[src/rtl/sdram_cmd_pkg.sv]
package sdram_cmd_pkg;

  localparam int CMD_N      = 11;
  localparam int CMD_DESEL  = 0;
  localparam int CMD_NOP    = 1;
  localparam int CMD_ACT    = 2;
  localparam int CMD_READ   = 3;
  localparam int CMD_WRITE  = 4;
  localparam int CMD_BST    = 5;
  localparam int CMD_DPD    = 6;
  localparam int CMD_PRE    = 7;
  localparam int CMD_AREF   = 8;
  localparam int CMD_SREF   = 9;
  localparam int CMD_MODE   = 10;

  localparam int AP_BIT     = 10;
  localparam int BL_FIELD_W = 3;

  typedef struct packed {
    logic selRow;
    logic selCol;
    logic selBank;
    logic loadStd;
    logic loadExt;
  } fieldSel_t;

  // Cycles after the command in which the burst is still running.
  function automatic int burstRemain(input logic [BL_FIELD_W-1:0] code);
    case (code)
      3'd1:    return 1;
      3'd2:    return 3;
      3'd3:    return 7;
      default: return 0;
    endcase
  endfunction

endpackage

[src/rtl/sdram_cmd_ctrl.sv]
module sdram_cmd_ctrl
  import sdram_cmd_pkg::*;
#(
  parameter int BANK_W = 2,
  parameter int CNT_W  = 4
) (
  input  logic                  clk,
  input  logic                  rst,
  input  logic                  cke,
  input  logic                  csN,
  input  logic                  rasN,
  input  logic                  casN,
  input  logic                  weN,
  input  logic                  regA10,
  input  logic [BANK_W-1:0]     regBa,
  input  logic [BL_FIELD_W-1:0] blCode,
  output logic [CMD_N-1:0]      cmdStrobe,
  output fieldSel_t             sel,
  output logic                  autoPre,
  output logic                  preAll,
  output logic                  mrsReserved,
  output logic                  illegalCmd,
  output logic                  addrIgnored,
  output logic                  lowPower
);

  localparam logic [BANK_W-1:0] BA_STD = BANK_W'(0);
  localparam logic [BANK_W-1:0] BA_EXT = BANK_W'(2);

  logic regCke, regCsN, regRasN, regCasN, regWeN;
  logic [CNT_W-1:0] burstLeft;
  logic fullPage;
  logic burstActive;
  logic rwOpen;
  logic burstKill;

  always_ff @(posedge clk) begin
    if (rst) begin
      regCke  <= 1'b0;
      regCsN  <= 1'b1;
      regRasN <= 1'b1;
      regCasN <= 1'b1;
      regWeN  <= 1'b1;
    end else begin
      regCke  <= cke;
      regCsN  <= csN;
      regRasN <= rasN;
      regCasN <= casN;
      regWeN  <= weN;
    end
  end

  assign burstActive = (burstLeft != '0) || fullPage;

  always_comb begin
    cmdStrobe   = '0;
    sel         = '0;
    autoPre     = 1'b0;
    preAll      = 1'b0;
    mrsReserved = 1'b0;
    illegalCmd  = 1'b0;
    addrIgnored = 1'b0;
    if (regCsN) begin
      cmdStrobe[CMD_DESEL] = 1'b1;
    end else begin
      case ({regRasN, regCasN, regWeN})
        3'b111: cmdStrobe[CMD_NOP] = 1'b1;
        3'b011: begin
          cmdStrobe[CMD_ACT] = 1'b1;
          sel.selRow  = 1'b1;
          sel.selBank = 1'b1;
        end
        3'b101: begin
          cmdStrobe[CMD_READ] = 1'b1;
          sel.selCol  = 1'b1;
          sel.selBank = 1'b1;
          autoPre     = regA10;
        end
        3'b100: begin
          cmdStrobe[CMD_WRITE] = 1'b1;
          sel.selCol  = 1'b1;
          sel.selBank = 1'b1;
          autoPre     = regA10;
        end
        3'b110: begin
          if (!regCke)          cmdStrobe[CMD_DPD] = 1'b1;
          else if (burstActive) cmdStrobe[CMD_BST] = 1'b1;
          else                  illegalCmd         = 1'b1;
        end
        3'b010: begin
          cmdStrobe[CMD_PRE] = 1'b1;
          preAll      = regA10;
          sel.selBank = !regA10;
        end
        3'b001: begin
          addrIgnored = 1'b1;
          if (regCke) cmdStrobe[CMD_AREF] = 1'b1;
          else        cmdStrobe[CMD_SREF] = 1'b1;
        end
        default: begin
          cmdStrobe[CMD_MODE] = 1'b1;
          if (regBa == BA_STD)      sel.loadStd = 1'b1;
          else if (regBa == BA_EXT) sel.loadExt = 1'b1;
          else                      mrsReserved = 1'b1;
        end
      endcase
    end
  end

  assign rwOpen    = (cmdStrobe[CMD_READ] | cmdStrobe[CMD_WRITE]) & ~regA10;
  assign burstKill = cmdStrobe[CMD_BST] | cmdStrobe[CMD_PRE]
                   | ((cmdStrobe[CMD_READ] | cmdStrobe[CMD_WRITE]) & regA10);

  always_ff @(posedge clk) begin
    if (rst) begin
      burstLeft <= '0;
      fullPage  <= 1'b0;
    end else if (rwOpen) begin
      burstLeft <= CNT_W'(burstRemain(blCode));
      fullPage  <= (blCode == 3'b111);
    end else if (burstKill) begin
      burstLeft <= '0;
      fullPage  <= 1'b0;
    end else if (burstLeft != '0) begin
      burstLeft <= burstLeft - 1'b1;
    end
  end

  always_ff @(posedge clk) begin
    if (rst)                                        lowPower <= 1'b0;
    else if (cmdStrobe[CMD_DPD] | cmdStrobe[CMD_SREF]) lowPower <= 1'b1;
    else if (regCke)                                lowPower <= 1'b0;
  end

  AST_ONE_CMD: assert property (@(posedge clk) disable iff (rst)
    $onehot0(cmdStrobe)) else $error("multiple strobes");

  AST_BURST_OPEN: assert property (@(posedge clk) disable iff (rst)
    (cmdStrobe[CMD_READ] && !autoPre && blCode == 3'b010) |=> burstActive)
    else $error("burst not opened");

  AST_ILLEGAL_NO_STROBE: assert property (@(posedge clk) disable iff (rst)
    illegalCmd |-> (cmdStrobe == '0 && regCke)) else $error("illegal stop");

  AST_LP_SET: assert property (@(posedge clk) disable iff (rst)
    (cmdStrobe[CMD_DPD] || cmdStrobe[CMD_SREF]) |=> lowPower)
    else $error("low power not set");

  AST_LP_CLEAR: assert property (@(posedge clk) disable iff (rst)
    (regCke && !cmdStrobe[CMD_SREF]) |=> !lowPower)
    else $error("low power not cleared");

endmodule

[src/rtl/sdram_cmd_datapath.sv]
module sdram_cmd_datapath
  import sdram_cmd_pkg::*;
#(
  parameter int ROW_W   = 13,
  parameter int COL_W   = 9,
  parameter int BANK_W  = 2,
  parameter int DQM_LAT = 2
) (
  input  logic              clk,
  input  logic              rst,
  input  logic [ROW_W-1:0]  addr,
  input  logic [BANK_W-1:0] ba,
  input  logic              dqm,
  input  fieldSel_t         sel,
  output logic              regA10,
  output logic [BANK_W-1:0] regBa,
  output logic [BANK_W-1:0] bankOut,
  output logic [ROW_W-1:0]  rowOut,
  output logic [COL_W-1:0]  colOut,
  output logic [ROW_W-1:0]  modeStd,
  output logic [ROW_W-1:0]  modeExt,
  output logic              readOe,
  output logic              writeMask
);

  logic [ROW_W-1:0]   regAddr;
  logic               regDqm;
  logic [DQM_LAT-1:0] dqmPipe;
  logic [1:0]         warmCnt;

  always_ff @(posedge clk) begin
    if (rst) begin
      regAddr <= '0;
      regBa   <= '0;
      regDqm  <= 1'b0;
    end else begin
      regAddr <= addr;
      regBa   <= ba;
      regDqm  <= dqm;
    end
  end

  assign regA10  = regAddr[AP_BIT];
  assign bankOut = sel.selBank ? regBa : '0;
  assign rowOut  = sel.selRow  ? regAddr : '0;
  assign colOut  = sel.selCol  ? regAddr[COL_W-1:0] : '0;

  always_ff @(posedge clk) begin
    if (rst) begin
      modeStd <= '0;
      modeExt <= '0;
    end else begin
      if (sel.loadStd) modeStd <= regAddr;
      if (sel.loadExt) modeExt <= regAddr;
    end
  end

  generate
    if (DQM_LAT == 1) begin : g_pipe1
      always_ff @(posedge clk) begin
        if (rst) dqmPipe <= '0;
        else     dqmPipe <= regDqm;
      end
    end else begin : g_pipeN
      always_ff @(posedge clk) begin
        if (rst) dqmPipe <= '0;
        else     dqmPipe <= {dqmPipe[DQM_LAT-2:0], regDqm};
      end
    end
  endgenerate

  assign readOe    = ~dqmPipe[DQM_LAT-1];
  assign writeMask = regDqm;

  always_ff @(posedge clk) begin
    if (rst)                warmCnt <= '0;
    else if (warmCnt != 2'd3) warmCnt <= warmCnt + 2'd1;
  end

  AST_STD_HOLD: assert property (@(posedge clk) disable iff (rst)
    (!sel.loadStd && warmCnt != 2'd0) |=> $stable(modeStd))
    else $error("std mode changed");

  AST_EXT_LOAD: assert property (@(posedge clk) disable iff (rst)
    sel.loadExt |=> (modeExt == $past(regAddr))) else $error("ext load");

  AST_BANK_GATED: assert property (@(posedge clk) disable iff (rst)
    (!sel.selBank) |-> (bankOut == '0)) else $error("bank leak");

  generate
    if (DQM_LAT == 2) begin : g_oeChk
      AST_OE_LAG: assert property (@(posedge clk) disable iff (rst)
        (warmCnt == 2'd3) |-> (readOe == !$past(regDqm, 2)))
        else $error("oe lag");
    end
  endgenerate

endmodule

[src/rtl/sdram_cmd_decoder.sv]
module sdram_cmd_decoder
  import sdram_cmd_pkg::*;
#(
  parameter int ROW_W   = 13,
  parameter int COL_W   = 9,
  parameter int BANK_W  = 2,
  parameter int DQM_LAT = 2,
  parameter int CNT_W   = 4
) (
  input  logic              clk,
  input  logic              rst,
  input  logic              cke,
  input  logic              csN,
  input  logic              rasN,
  input  logic              casN,
  input  logic              weN,
  input  logic              dqm,
  input  logic [BANK_W-1:0] ba,
  input  logic [ROW_W-1:0]  addr,
  output logic [CMD_N-1:0]  cmdStrobe,
  output logic [BANK_W-1:0] bankOut,
  output logic [ROW_W-1:0]  rowOut,
  output logic [COL_W-1:0]  colOut,
  output logic              autoPre,
  output logic              preAll,
  output logic              mrsReserved,
  output logic              illegalCmd,
  output logic              addrIgnored,
  output logic              lowPower,
  output logic [ROW_W-1:0]  modeStd,
  output logic [ROW_W-1:0]  modeExt,
  output logic              readOe,
  output logic              writeMask
);

  fieldSel_t         sel;
  logic              regA10;
  logic [BANK_W-1:0] regBa;

  sdram_cmd_ctrl #(.BANK_W(BANK_W), .CNT_W(CNT_W)) u_ctrl (
    .clk(clk), .rst(rst), .cke(cke), .csN(csN), .rasN(rasN), .casN(casN),
    .weN(weN), .regA10(regA10), .regBa(regBa),
    .blCode(modeStd[BL_FIELD_W-1:0]), .cmdStrobe(cmdStrobe), .sel(sel),
    .autoPre(autoPre), .preAll(preAll), .mrsReserved(mrsReserved),
    .illegalCmd(illegalCmd), .addrIgnored(addrIgnored), .lowPower(lowPower)
  );

  sdram_cmd_datapath #(.ROW_W(ROW_W), .COL_W(COL_W), .BANK_W(BANK_W),
                       .DQM_LAT(DQM_LAT)) u_data (
    .clk(clk), .rst(rst), .addr(addr), .ba(ba), .dqm(dqm), .sel(sel),
    .regA10(regA10), .regBa(regBa), .bankOut(bankOut), .rowOut(rowOut),
    .colOut(colOut), .modeStd(modeStd), .modeExt(modeExt),
    .readOe(readOe), .writeMask(writeMask)
  );

endmodule

[config.mk]
export PLATFORM = sky130hd
export DESIGN_NAME = sdram_cmd_decoder
export DESIGN_NICKNAME = d
export VERILOG_FILES = /design/src/rtl/sdram_cmd_pkg.sv /design/src/rtl/sdram_cmd_ctrl.sv /design/src/rtl/sdram_cmd_datapath.sv /design/src/rtl/sdram_cmd_decoder.sv
export SDC_FILE = /design/constraint.sdc
export NUM_CORES = 1
export LEC_CHECK = 0
export ABC_AREA = 1
export ABC_CLOCK_PERIOD_IN_PS = 3100
export BUFFER_PORTS_ARGS = -buffer_cell sky130_fd_sc_hd__buf_2
export CORE_MARGIN = 5
export CORE_UTILIZATION = 51
export DETAILED_ROUTE_END_ITERATION = 10
export PLACE_DENSITY = 0.83
export SYNTH_ARGS = -nofsm -noshare
export SYNTH_HDL_FRONTEND = slang
export SYNTH_SLANG_ARGS = --single-unit
[constraint.sdc]
create_clock -name clk -period 3.1 [get_ports clk]
set_input_delay 0.155 -clock clk [delete_from_list [all_inputs] [get_ports clk]]
set_output_delay 0.155 -clock clk [all_outputs]
set_load 0.005 [all_outputs]
==> results.py, run 1 <==
metrics = {
    "setup_path": {
        "cp_top_family": "buffers and inverters",
        "cp_cell_sequence": "clkinv_2 > nor2_1 > inv_1 > nor2_1 > inv_1 > nor2_1 > buf_2",
        "start_kind": "register",
        "slowest_delay_ps": 360,
        "path_max_fanout": 13,
        "critPathRequiredTime_ps": 2940,
        "path_common_cell": "nor2_1",
        "critical_path.slowest_cell": "dfxtp_1",
        "crit_arrival_ps": 1610,
        "critPathCaptureType": "output port",
        "path_buf_inv": 4,
        "crit_type": "register to output port",
    },
    "floorplanning": {
        "dieArea_sq_mm": 0.00597,
        "die_h_um": 77.2,
        "row_count": 24,
        "coreArea_sq_mm": 0.00438,
        "io_pins": 92,
        "dieWidth_um": 77.2,
        "start_util": 0.526,
    },
    "clock_network": {
        "cts_buffer_depth": 2,
        "cts_hold_buffers": 0,
        "cts_buffers": 5,
        "post_cts_resized": 0,
        "root_buffer": "clkbuf_8",
        "clkLatencyLatePin_ps": 310,
        "cts_setup_buffers": 0,
        "clk_pin_slew_ps": 90,
        "cts_num_sinks": 55,
        "cts_htree_levels": 2,
        "cts_tree": "done",
    },
    "drt": {
        "ant_nets": 0,
        "wire_per_inst_um": 11.8,
        "drc_errors": 0,
        "wirelength_um": 5350,
        "drt_iter0_markers": 173,
        "via_per_inst": 4.69,
        "first_pass_iters": 4,
        "vias": 2124,
    },
    "yosys": {
        "synth.avg_cell_area_sq_um": 7.30,
        "ys_ff_latch": 55,
        "synth_adder_area_share": 0.0109,
        "synth_mux_area_frac": 0,
        "synth_top_family_by_area": "simple AND/OR/NAND/NOR gates",
        "yosysMostFrequentCell": "nor2_1",
        "yosys.area.top_type": "dfxtp_1",
        "synth_compound_area_frac": 0.0776,
        "ys_types": 28,
        "async_flop_share": 0,
        "netlist_instances": 316,
        "yosys_warnings": 0,
        "yosysSeqAreaShare": 0.477,
        "synth_area_sq_mm": 0.00231,
        "synthXorXnorAreaFrac": 0.00380,
        "synth_flop_cell": "dfxtp_1",
        "synth-edff-count": 0,
        "synth_common_cells": "109 x nor2_1, 55 x dfxtp_1, 51 x inv_1",
        "syn_nets": 341,
        "synth_area_leaders": "dfxtp_1 48%, nor2_1 18%, inv_1 8.3%",
        "yosys.area_share.simple": 0.296,
        "yosysTopAreaCellShare": 0.477,
    },
    "global_route": {
        "grt_max_degree": 31,
        "antenna_found_initial": 0,
        "track_usage": 0.177,
        "overflow": 0,
        "grt_most_used_layer": "met2",
        "grt.met3_usage": 0.0457,
        "grt_pass1_vias": 1973,
        "gr-usage-met1": 0.206,
        "grt_pass1_wl_um": 8670,
        "grtUsageMet2": 0.303,
    },
    "place": {
        "io_buffers": 91,
        "gp_congestion": 0.909,
        "hpwlAfterDp_um": 4120,
    },
    "power_and_ir_drop": {
        "leakage_nw": 1.55,
        "power_density_mw_per_mm2": 516,
        "ir_drop_v": 0.000303,
    },
    "sta": {
        "finalHoldViolations": 0,
        "tns_ps": 0,
        "finClkSkew_ps": 6.58,
        "setup_viol": 0,
        "max_freq_mhz": 568,
        "final.min_clock_period_ps": 1760,
        "rsz0062_at_grt": "false",
        "hold_slack_ps": 27.8,
        "tightest_slew_ps": 730,
        "max_slew_margin": 0.513,
        "maxSlewViolCount": 0,
        "fin_crit_sh": 0.568,
    },
    "layout": {
        "syn_to_final_growth_pct": 22.5,
        "num-fill-cells": 397,
        "diodes": 0,
        "drive_gt1_frac": 0.297,
        "finalNetCount": 425,
    },
    "job": {
        "cap_violations": 0,
    },
    "status": {
        "outcome": "finished clean",
    },
    "min_path": {
        "hold_path.class": "primary input to register",
    },
}
==> placed cells by master, fill, tap and decap left out <==
| cell type | netlist | routed |
|---|---|---|
| nor2_1 | 109 | 109 |
| buf_2 | 0 | 91 |
| dfxtp_1 | 55 | 55 |
| inv_1 | 51 | 51 |
| o21ai_0 | 19 | 19 |
| nand2_1 | 14 | 14 |
| nand3_1 | 9 | 9 |
| o21ai_1 | 8 | 8 |
| inv_2 | 5 | 5 |
| clkbuf_8 | 0 | 5 |
| a21oi_1 | 4 | 4 |
| nor3_1 | 4 | 4 |
| nand4_1 | 4 | 4 |
| or2_2 | 4 | 4 |
| clkinv_2 | 1 | 2 |
| nor2_2 | 2 | 2 |
| nand3_4 | 2 | 2 |
| ha_1 | 2 | 2 |
| nand2_4 | 1 | 1 |
| nand3_2 | 1 | 1 |
| nand2_2 | 1 | 1 |
| nor2_8 | 1 | 1 |
| o31ai_1 | 1 | 1 |
| nor2_4 | 1 | 1 |
| xor2_1 | 1 | 1 |
| a21oi_2 | 1 | 1 |
| o211ai_1 | 1 | 1 |
| clkinvlp_4 | 0 | 1 |
| inv_8 | 0 | 1 |
==> per-stage QoR <==
stage | utilization | total power [mW] | worst slack (ps) | cells | cell area [sq um]
after global placement | 0.623 | 1.06 | 1690 | 445 | 2730
after floorplan | - | 1.01 | 1930 | 316 | 2310
after CTS | 0.644 | 1.46 | 1310 | 453 | 2830
final | 0.644 | 1.46 | 1340 | 453 | 2830
after global routing | 0.644 | 1.54 | 1200 | 453 | 2830
after detailed placement | 0.623 | 1.07 | 1620 | 445 | 2730
==> per-layer routing <==
layer | routed length (um) | vias to the layer above
met2 | 2570 | 75
met1 | 2260 | 926
met3 | 397 | 10
met4 | 125 | 0
met5 | 0 | -
li1 | - | 1113
==> state kept, by name, indices dropped and copies added (netlist names) <==
name	cells
u_data.regBa	2
u_data.regAddr	13
u_data.writeMask	1
u_ctrl.regCsN	1
u_ctrl.regWeN	1
u_ctrl.burstLeft	4
u_ctrl.lowPower	1
u_ctrl.fullPage	1
u_ctrl.regCasN	1
u_ctrl.regCke	1
u_data.modeExt	13
u_ctrl.regRasN	1
u_data.modeStd	13
u_data.dqmPipe	2
==> cell families after synthesis <==
group	Yosys count
and+or+nand+nor	153
buffers and inverters	71
DFF	55
AOI/OAI and AO/OA	34
adders and majority gates	2
xor gates and xnor gates	1
==> where the power goes <==
group	internal [mW]	switching [mW]	leakage [nW]	total [mW]
Sequential	0.749	0.0313	0.450	0.780
Clock	0.163	0.237	0.0461	0.400
Combinational	0.112	0.164	1.06	0.276
==> worst paths after layout <==
| check | startpoint | to | slack [ps] | cells after the start |
|---|---|---|---|---|
| max | u_ctrl.regWeN$_SDFF_PP1_ | rowOut[3] | 1340 | 7 |
| min | weN | u_ctrl.regWeN$_SDFF_PP1_ | 30 | 2 |
| max reg2reg | u_ctrl.regCsN$_SDFF_PP1_ | u_ctrl.burstLeft[0]$_SDFFE_PP0P_ | 1590 | 7 |
| min reg2reg | u_data.dqmPipe[0]$_SDFF_PP0_ | u_data.dqmPipe[1]$_SDFF_PP0_ | 410 | 2 |
==> layout make-up <==
type                            instances  area [sq um]  area share
Multi-Input combinational cell        190           896       0.317
Inverter                               57           215      0.0762
Timing Repair Buffer                   91           455       0.161
Sequential cell                        55          1100       0.390
Clock inverter                          3          23.8     0.00841
Tap cell                               52          65.1      0.0230
Clock buffer                            5          68.8      0.0244
Note: power is estimated with default switching activity, not from simulation.
==> run 2, diff against run 1 <==
- ABC_AREA: 1 -> 0
- ABC_CLOCK_PERIOD_IN_PS: 3100 -> 1480
- CORE_UTILIZATION: 51 -> 43
- PLACE_DENSITY: 0.83 -> 0.75
- clock period: 3.1 -> 1.48 ns (I/O delays scaled with it)
==> results.py, run 2 <==
metrics = {
    "layout": {
        "area.sequential_sq_mm": 0.00111,
        "num-fill-cells": 290,
        "finalNetCount": 438,
        "mostFrequentLayoutCells": "60 x buf_2, 58 x buf_6, 52 x nand2_1",
        "fin_area_sq_mm": 0.00407,
        "layout_commonest_cell": "buf_2",
        "top_regs": "u_data.modeExt: 13 flops, u_data.modeStd: 13 flops, u_data.regAddr: 13 flops",
        "drive_gt1_frac": 0.582,
        "diodes": 0,
        "multiInputGateArea_sq_mm": 0.00136,
        "fin_util": 0.796,
        "syn_to_final_growth_pct": 80.7,
    },
    "setup_path": {
        "r2r-end": "u_data.modeStd[1]$_SDFFE_PP0P_",
        "critPathCaptureType": "register",
        "rr_worst_depth": 6,
        "cp_cell_sequence": "or4_4 > buf_12 > nor3_4 > buf_6 > nand2_1 > a21oi_1",
        "crit_end": "u_data.modeStd[1]$_SDFFE_PP0P_",
        "path_buf_inv": 2,
        "cp-startpoint": "u_ctrl.regCsN$_SDFF_PP1_",
        "critical_path.slowest_cell": "or4_4",
        "crit_arrival_ps": 2050,
        "critPathRequiredTime_ps": 1700,
        "path_max_fanout": 6,
        "reg2reg_slack_ps": -360,
        "start_kind": "register",
        "cp_top_family": "simple AND/OR/NAND/NOR gates",
        "slowest_delay_ps": 600,
        "r2r-start": "u_ctrl.regCsN$_SDFF_PP1_",
        "crit_type": "register to register",
        "cp.depth": 6,
    },
    "clock_network": {
        "cts_buffers": 5,
        "cts_tree": "done",
        "clkLatencyLatePin_ps": 310,
        "cts_num_sinks": 55,
        "cts_htree_levels": 2,
        "cts_buffer_depth": 2,
        "root_buffer": "clkbuf_8",
        "clk_pin_slew_ps": 100,
    },
    "min_path": {
        "hold_path.class": "primary input to register",
        "min_from": "addr[1]",
    },
    "floorplanning": {
        "dieWidth_um": 82.3,
        "io_pins": 92,
        "dieArea_sq_mm": 0.00678,
        "row_count": 26,
        "die_h_um": 82.3,
        "coreArea_sq_mm": 0.00511,
        "start_util": 0.440,
    },
    "sta": {
        "final.min_clock_period_ps": 1840,
        "fin_crit_sh": 1.24,
        "max_freq_mhz": 544,
        "tightest_slew_ps": 520,
        "max_slew_margin": 0.653,
        "finClkSkew_ps": 7.98,
        "finalHoldViolations": 0,
        "worst_slack_ps": -357,
        "rsz0062_at_grt": "true",
        "maxSlewViolCount": 0,
        "setup_viol": 70,
        "tns_ps": -14840,
    },
    "yosys": {
        "yosysTopAreaCellShare": 0.489,
        "ys_ff_latch": 55,
        "yosysMostFrequentCell": "nand2_1",
        "synth_area_sq_mm": 0.00225,
        "synth_common_cells": "59 x nand2_1, 55 x dfxtp_1, 29 x a21oi_1",
        "async_flop_share": 0,
        "synth.avg_cell_area_sq_um": 8.69,
        "synth_area_leaders": "dfxtp_1 49%, nand2_1 9.8%, and2_1 7.8%",
        "syn_nets": 284,
        "yosys.area.top_type": "dfxtp_1",
        "synth_flop_cell": "dfxtp_1",
        "ys_types": 36,
        "yosysSeqAreaShare": 0.489,
        "synth-edff-count": 0,
        "netlist_instances": 259,
        "yosys_warnings": 0,
    },
    "global_route": {
        "grt_max_degree": 31,
        "track_usage": 0.237,
        "antenna_found_initial": 0,
        "grt_pass1_wl_um": 12100,
        "grt_pass1_vias": 2392,
        "overflow": 0,
    },
    "drt": {
        "ant_nets": 0,
        "vias": 2564,
        "wire_per_inst_um": 19.0,
        "drt_iter0_markers": 169,
        "wirelength_um": 9200,
        "drc_errors": 0,
        "first_pass_iters": 4,
        "via_per_inst": 5.30,
    },
    "place": {
        "io_buffers": 91,
        "hpwlAfterDp_um": 4490,
        "placed_area_sq_mm": 0.00295,
        "gp_congestion": 0.816,
    },
    "power_and_ir_drop": {
        "p_total_mw": 3.66,
        "p_clk_frac": 0.276,
        "p_int_mw": 2.63,
        "comb_power_share": 0.272,
        "pwr-share-seq": 0.452,
        "net-switching-power_mw": 1.03,
        "ir_drop_v": 0.000691,
        "leakage_nw": 1.85,
        "power_density_mw_per_mm2": 900,
        "swShare": 0.282,
    },
    "status": {
        "violations": "negative setup slack",
        "outcome": "complete, but fails checks",
    },
    "job": {
        "cap_violations": 0,
    },
}
[run 2: cell types whose count changed in the layout (fill, tap and decap cells not counted), sizes merged, moves of 4 or more]
cell	change
a21oi	+24
nand2	+43
o21ai	-26
nor2b	+22
and2	+28
nand3	-12
buf	+52
nor2	-109
inv	-52
dlygate4sd3	+19
nor3	+4
[run 2: worst min path at each step]
| stage | slack, ps | end | cells past startpoint |
|---|---|---|---|
| after floorplan | 180 | u_ctrl.regCasN$_SDFF_PP1_ | 1 |
| after global placement | 260 | u_ctrl.regRasN$_SDFF_PP1_ | 2 |
| after detailed placement | 260 | u_ctrl.regWeN$_SDFF_PP1_ | 2 |
| after CTS | 4 | u_data.regBa[1]$_SDFF_PP0_ | 2 |
| after global routing | 5 | u_data.regAddr[1]$_SDFF_PP0_ | 2 |
| final | 8 | u_data.regAddr[1]$_SDFF_PP0_ | 2 |
[run 2: worst reg2reg max path: stages (launching register included)]
cell and delay (ps):
dfxtp_2 340, or4_4 600, buf_12 170, nor3_4 170, buf_6 170, nand2_1 80, a21oi_1 220
[run 2: cell families after synthesis]
| logic type | Yosys count | share of synthesized area |
|---|---|---|
| simple gates | 146 | 0.362 |
| fa+ha+maj | 2 | 0.0111 |
| xor+xnor | 1 | 0.00389 |
| compound gates | 35 | 0.0879 |
| buf+inv | 20 | 0.0462 |
| flops | 55 | 0.489 |
[run 2: cell type report]
cell class                 count  share of cell area
inverter                       4             0.00431
sequential                    55               0.273
clock inverter                 2             0.00954
timing repair buffer         162               0.340
clock buffer                   6              0.0179
multi-input combinational    185               0.334
tap                           70              0.0215
[run 2: repair_timing]
action | 4_1_cts | 5_1_grt
gates resized for setup | 73 | 70
endpoints found under the setup margin | 70 | 71
buffers inserted | 18 | 10
cloned | 3 | 0
hold buffers | 19 | 0
hold endpoints to repair | 19 | 0
pin swaps | 25 | 21
[run 2: layer usage]
metal,routed length [um],up-vias,track usage
met1,3470,1249,0.272
met3,463,43,0.0445
met2,4810,120,0.435
met4,452,0,0.0831
li1,-,1152,-
met5,0,-,0
[run 2: stage by stage]
step / hold slack, ps / std cells / setup WS [ps]
4_1_cts: 4.27 / 476 / -337
5_1_grt: 4.98 / 484 / -397
2_1_floorplan: 178 / 259 / -163
3_3_place_gp: 257 / 429 / -189
3_5_place_dp: 258 / 429 / -253
6_report: 7.55 / 484 / -357
[run 2: power groups by stage]
stage	logic (mW)	registers, mW	clock network (mW)
2_1_floorplan	0.417	1.65	0
3_3_place_gp	0.650	1.66	0
3_5_place_dp	0.675	1.67	0
4_1_cts	0.893	1.64	1.01
5_1_grt	1.07	1.67	1.07
6_report	0.997	1.65	1.01
